===== src/rtl/kbc_host_if.sv =====
module kbc_host_if #(
  parameter int          DW        = 8,
  parameter int          AW        = 8,
  parameter int          GPW       = 4,
  parameter logic [AW-1:0] DATA_ADDR = 8'h60,
  parameter logic [AW-1:0] CMD_ADDR  = 8'h64
) (
  input  logic          clk,
  input  logic          rst_n,
  input  logic [AW-1:0] host_addr,
  input  logic          host_rd_n,
  input  logic          host_wr_n,
  input  logic [DW-1:0] host_wdata,
  output logic [DW-1:0] host_rdata,
  output logic          host_rdata_oe,
  input  logic          cfg_flag_en,
  output logic [DW-1:0] loc_in_data,
  output logic          loc_in_cmd,
  input  logic          loc_in_rd,
  input  logic          loc_out_wr,
  input  logic          loc_out_aux,
  input  logic [DW-1:0] loc_out_data,
  input  logic          loc_aux_clr,
  input  logic          loc_gp_wr,
  input  logic [GPW-1:0] loc_gp_data,
  output logic          kbd_irq,
  output logic          aux_irq
);

  localparam int SYNC = 3;

  logic [SYNC-1:0] rd_sy, wr_sy;
  logic [DW-1:0]   in_q, out_q;
  logic            obf, ibf, cd, auxf, kirq, mirq;
  logic [GPW-1:0]  gp;
  logic [DW-1:0]   status;

  always_ff @(posedge clk or negedge rst_n)
    if (!rst_n) begin
      rd_sy <= '1;
      wr_sy <= '1;
    end else begin
      rd_sy <= {rd_sy[SYNC-2:0], host_rd_n};
      wr_sy <= {wr_sy[SYNC-2:0], host_wr_n};
    end

  wire hit_data    = host_addr == DATA_ADDR;
  wire hit_cmd     = host_addr == CMD_ADDR;
  wire rd_fall     = rd_sy[SYNC-1] & ~rd_sy[SYNC-2] & wr_sy[SYNC-2];
  wire wr_fall     = wr_sy[SYNC-1] & ~wr_sy[SYNC-2] & rd_sy[SYNC-2];
  wire wr_evt      = wr_fall & (hit_data | hit_cmd);
  wire rd_data_evt = rd_fall & hit_data;
  wire rd_clear    = rd_data_evt & cfg_flag_en;

  always_ff @(posedge clk or negedge rst_n)
    if (!rst_n) begin
      in_q <= '0;
      cd   <= 1'b0;
      ibf  <= 1'b0;
    end else begin
      if (wr_evt) begin
        in_q <= host_wdata;
        cd   <= hit_cmd;
      end
      if (wr_evt)         ibf <= 1'b1;
      else if (loc_in_rd) ibf <= 1'b0;
    end

  always_ff @(posedge clk or negedge rst_n)
    if (!rst_n) begin
      out_q <= '0;
      obf   <= 1'b0;
      kirq  <= 1'b0;
      auxf  <= 1'b0;
      mirq  <= 1'b0;
      gp    <= '0;
    end else begin
      if (loc_out_wr) out_q <= loc_out_data;

      if (loc_out_wr)    obf <= 1'b1;
      else if (rd_clear) obf <= 1'b0;

      if (loc_out_wr && !loc_out_aux) kirq <= 1'b1;
      else if (rd_clear)              kirq <= 1'b0;

      if (loc_out_wr && loc_out_aux) begin
        auxf <= 1'b1;
        mirq <= 1'b1;
      end else if (loc_aux_clr) begin
        auxf <= 1'b0;
        mirq <= 1'b0;
      end

      if (loc_gp_wr) gp <= loc_gp_data;
    end

  assign status = {gp[3], gp[2], auxf, gp[1], cd, gp[0], ibf, obf};

  assign host_rdata_oe = !host_rd_n && host_wr_n && (hit_data || hit_cmd);
  assign host_rdata    = !host_rdata_oe ? '0 : (hit_cmd ? status : out_q);

  assign loc_in_data = in_q;
  assign loc_in_cmd  = cd;
  assign kbd_irq     = kirq;
  assign aux_irq     = mirq;

endmodule



===== config.mk =====
export PLATFORM = sky130hd
export DESIGN_NAME = kbc_host_if
export DESIGN_NICKNAME = d
export VERILOG_FILES = /design/src/rtl/kbc_host_if.sv
export SDC_FILE = /design/constraint.sdc
export NUM_CORES = 1
export LEC_CHECK = 0
export BUFFER_PORTS_ARGS = -buffer_cell sky130_fd_sc_hd__buf_2
export CORE_UTILIZATION = 25
export CTS_CLUSTER_DIAMETER = 80
export DETAILED_ROUTE_END_ITERATION = 16
export PLACE_DENSITY_LB_ADDON = 0.15
export SLEW_MARGIN = 40
export SYNTH_ARGS = -nofsm -noshare
export SYNTH_HDL_FRONTEND = slang
export SYNTH_SLANG_ARGS = --single-unit
export TNS_END_PERCENT = 100

===== constraint.sdc =====
create_clock -name clk -period 1.7 [get_ports clk]
set_input_delay 0.085 -clock clk [delete_from_list [all_inputs] [get_ports clk]]
set_output_delay 0.085 -clock clk [all_outputs]
set_load 0.02 [all_outputs]

==> After elaboration in Yosys (flattened, before gate mapping) <==
Index checks and enable logic that the tools add are counted.
{ "word_totals": {"register_bits": 31, "in_bits": 38, "output_inout_bits": 20, "wordCells": 42} }
{ "op_classes": {"eq_ne": 2, "mux": 9, "n_bitwise": 10, "n_reduce_logical": 11} }
{ "ops": {"columns": ["operator", "n"], "rows": [
  ["== test 8 x 7 -> 1 bit (second input constant)", 2],
  ["2-to-1 mux 8 bit", 2],
  ["nonzero test 2 bit", 4],
  ["AND 1 bit", 7],
  ["2-to-1 mux 1 bit", 7],
  ["logical AND 1 bit", 4],
  ["zero test 1 bit", 2],
  ["inverter 1 bit", 2],
  ["logical OR 1 bit", 1],
  ["bitwise OR 1 bit", 1]
]} }

==> Longest topological paths before layout <==
{ "logic_depth": {"word_depth": 7, "depth_mapped": 4, "depth_no_buf": 3} }

==> Worst setup path after synthesis <==
Ideal clock, no wire load.
{ "synth_path": {"path_kind": "reg2reg", "start": "reg wr_sy[2]", "end": "reg cd (netlist: loc_in_cmd)", "setup_ns": 0.125, "t_arrival_ns": 1.180, "required_ns": 1.575, "setup_slack_ns": 0.396, "path_stages_with_launch": 4, "synth_period_minus_slack_ns": 1.304, "cell_sequence": "dfstp_2 -> nor2b_1 -> nand4_4 -> mux2_2"} }
{ "synth_between": {"elab_chain_cells": 3} }
{ "synth_rtl": {"columns": ["element", "line_no", "source"], "rows": [
  ["start, declared", "32", "logic [SYNC-1:0] rd_sy, wr_sy;"],
  ["start signal, assigned", "44", "wr_sy <= {wr_sy[SYNC-2:0], host_wr_n};"],
  ["AND 1 bit (2 in a row)", "50", "wire wr_fall = wr_sy[SYNC-1] & ~wr_sy[SYNC-2] & rd_sy[SYNC-2];"],
  ["AND 1 bit", "51", "wire wr_evt = wr_fall & (hit_data | hit_cmd);"],
  ["end signal, assigned", "63", "cd <= hit_cmd;"],
  ["end, declared", "34", "logic obf, ibf, cd, auxf, kirq, mirq;"]
]} }
No other way between the ends.
A chain may end at the register's enable or synchronous reset.

==> Worst setup path in the final report <==
{ "layout_path": {"start": "in host_rd_n", "end": "out host_rdata[0]"} }
{ "layout_between": {"elab_chain_cells": 4} }
{ "layout_rtl": {"columns": ["element", "line_no", "source"], "rows": [
  ["start, declared", "11", "input logic host_rd_n,"],
  ["zero test 1 bit", "99", "assign host_rdata_oe = !host_rd_n && host_wr_n && (hit_data || hit_cmd);"],
  ["logical AND 1 bit (2 in a row)", "99", null],
  ["2-to-1 mux 8 bit", "100", "assign host_rdata = !host_rdata_oe ? '0 : (hit_cmd ? status : out_q);"],
  ["end, declared", "14", "output logic [DW-1:0] host_rdata,"]
]} }
No other way between the ends.

==> results.cfg <==
[status]
outcome = finished clean

[critical_path]
critPathMaxStageDelay_ns = 0.54
rr_worst_depth = 3
reg2reg_setup_slack_ns = 0.32
critPathMaxFanout = 4
worst_r2r_startpoint = wr_sy[2]
cp-start-kind = primary input
crit_chain = dlygate4sd3_1 -> buf_2 -> nand4b_1 -> buf_4 -> nor2_1 -> buf_2
cp.arrival_ns = 1.40
crit_path_frequent_cell = buf_2
cp.required_ns = 1.62
crit_family = buffers and inverters
crit_buf_inv = 4
r2r-end = loc_in_data[6]
critPathSlowestCell = dlygate4sd3_1
end_kind = primary output
startpoint = host_rd_n
crit_path_end = host_rdata[0]
critPathKind = primary input to primary output
crit_cells = 6

[timing]
finClkSkew_ns = 0.00123
hold_viol = 0
rsz0062_at_grt = false
tightest_slew_ns = 0.675
slew_headroom_pct = 55.0
drv_slew = 0
fin_setup_tns_ns = 0
period_needed_ns = 1.48
clock.fmax_ghz = 0.675
whs_ns = 0.0352
fin_crit_sh_pct = 87.1
setup_viol = 0

[clocking]
cts_inserted_buffers = 5
cts_root_buf = clkbuf_8
clk_pin_slew_ns = 0.06
cts_tree = built
clkSinkCount = 31
clk_latency_ns = 0.28
cts_htree_levels = 2
cts_resized = 0
cts_buffer_depth = 2

[synth]
synthCells = 86
ys_seq_area_share_pct = 61.6
avgSynthCellArea_um2 = 14.8
ys_warn_count = 0
ys_types = 19
synth_nets = 124
yosys_register_bits = 31
synth.area.top_cells = dfrtp_1, mux2_2, dfstp_2
yosys.area.top_type = dfrtp_1
syn_area_um2 = 1270
yosysTopAreaCellShare_pct = 49.2

[grt]
grt_pass1_wl_mm = 4.25
grt_overflow = 0
grt_usage_pct = 10.8
antenna_found_initial = 0
grt_pass1_vias = 946
grt_max_degree = 32

[placement]
port_buffers = 57
dp_hpwl_mm = 2.00
post-place-cells = 210
place_congestion = 0.713

[final_layout]
layout-drive-gt1-share_pct = 61.5
final_cells = 223
fin_nets = 193
antenna_cells = 0
fin_util_pct = 37.1
fillers = 499
syn2layout_area_growth_pct = 40.6

[drt]
avgViaCountPerCell = 4.01
drc_errors = 0
ant_nets = 0
routed_wl_mm = 2.67
drtIter0Drc = 27
drt_pre_antenna_iters = 2
wl_per_cell_um = 12.0
vias = 895

[job]
drv_cap = 0

[min_path]
hold_path_depth = 3
worstHoldPathType = primary input to register

[die]
core_area_um2 = 4820
rows = 25
start_util_pct = 26.4
die_area_um2 = 5380
num_io_pins = 58
dieHeight_um = 73.3
die_w_um = 73.3

[pwr]
power_mw = 1.54
ir_worst_vdd_uv = 358
p_leak_nw = 0.920
powerDensity_nw_per_um2 = 863
[routing by layer]
metal	vias to the layer above	global-route usage [%]	share of wire [%]
li1	436	-	-
met1	413	12.4	42
met2	43	17.9	48
met3	3	4.80	9.6
met4	0	3.85	0.90
met5	-	0	0
[repair_timing]
item,in CTS,in global routing
setup buffers,0,0
hold buffers,5,0
endpoints found under the setup margin,0,0
hold endpoints to repair,29,0
[through the flow]
step / setup WS (ns) / cell area [µm²]
finish: 0.219 / 1790
global placement: 0.329 / 1650
global route: 0.111 / 1790
floorplan: 0.396 / 1270
detailed placement: 0.293 / 1650
CTS: 0.191 / 1790
[cell type report]
| type | instances | area (µm²) | share of cell area (%) |
|---|---|---|---|
| flip-flops and latches | 31 | 783 | 43.8 |
| clock buffers | 7 | 86.3 | 4.83 |
| multi-input cells | 49 | 465 | 26.0 |
| inverters | 4 | 15.0 | 0.839 |
| repair buffers | 64 | 350 | 19.6 |
| clock inverters | 1 | 5.00 | 0.280 |
| well taps | 67 | 83.8 | 4.69 |
[synthesized netlist by cell type]
cell and number:
nor3b_2 1, nand4_1 1, mux2i_1 8, a22o_1 1
nor4bb_1 1, o21ai_0 2, nor2b_1 1, inv_1 4
nand2_1 1, buf_2 1, dfstp_2 6, nor4b_4 1
dfrtp_1 25, nor2_1 8, a21o_1 1, mux2_2 21
nand4b_1 1, clkbuf_1 1, nand4_4 1
[state kept, by name, indices dropped and copies added (netlist names)]
register / count
kbd_irq: 1
loc_in_data: 8
aux_irq: 1
obf: 1
rd_sy: 3
ibf: 1
out_q: 8
loc_in_cmd: 1
wr_sy: 3
gp: 4
[worst register-to-register path, delay by kind of cell (launching register included)]
kind	cells	cell delay, ns
simple gates	2	0.42
mux	1	0.34
flops	1	0.51
[cells by family after synthesis]
logic type,after synthesis,share of synthesized area (%)
and+or+nand+nor,16,9.64
DFF,31,61.6
AOI/OAI and AO/OA,4,2.07
buffers and inverters,6,1.87
muxes,29,24.9
[cells in the final DEF (no fill, tap or decap), drive strengths merged, types with 2 or more instances in the layout]
cell / n
dfrtp: 25
buf: 59
o21ai: 2
nor2: 8
dfstp: 6
clkbuf: 7
nand4: 2
mux2i: 8
inv: 4
mux2: 21
dlygate4sd3: 5
[worst min-delay path by stage]
stage,to,start
floorplan,aux_irq,rst_n
global placement,out_q[6],rst_n
detailed placement,gp[2],rst_n
CTS,out_q[0],loc_out_data[0]
global route,loc_in_data[4],host_wdata[4]
finish,aux_irq,loc_out_aux
[power by group]
part	internal, mW	switching, mW	leakage [nW]
Sequential	0.787	0.0212	0.372
Combinational	0.0890	0.0712	0.500
Clock	0.326	0.250	0.0482
Total	1.20	0.342	0.920
Power figures use the tool's default switching activity.
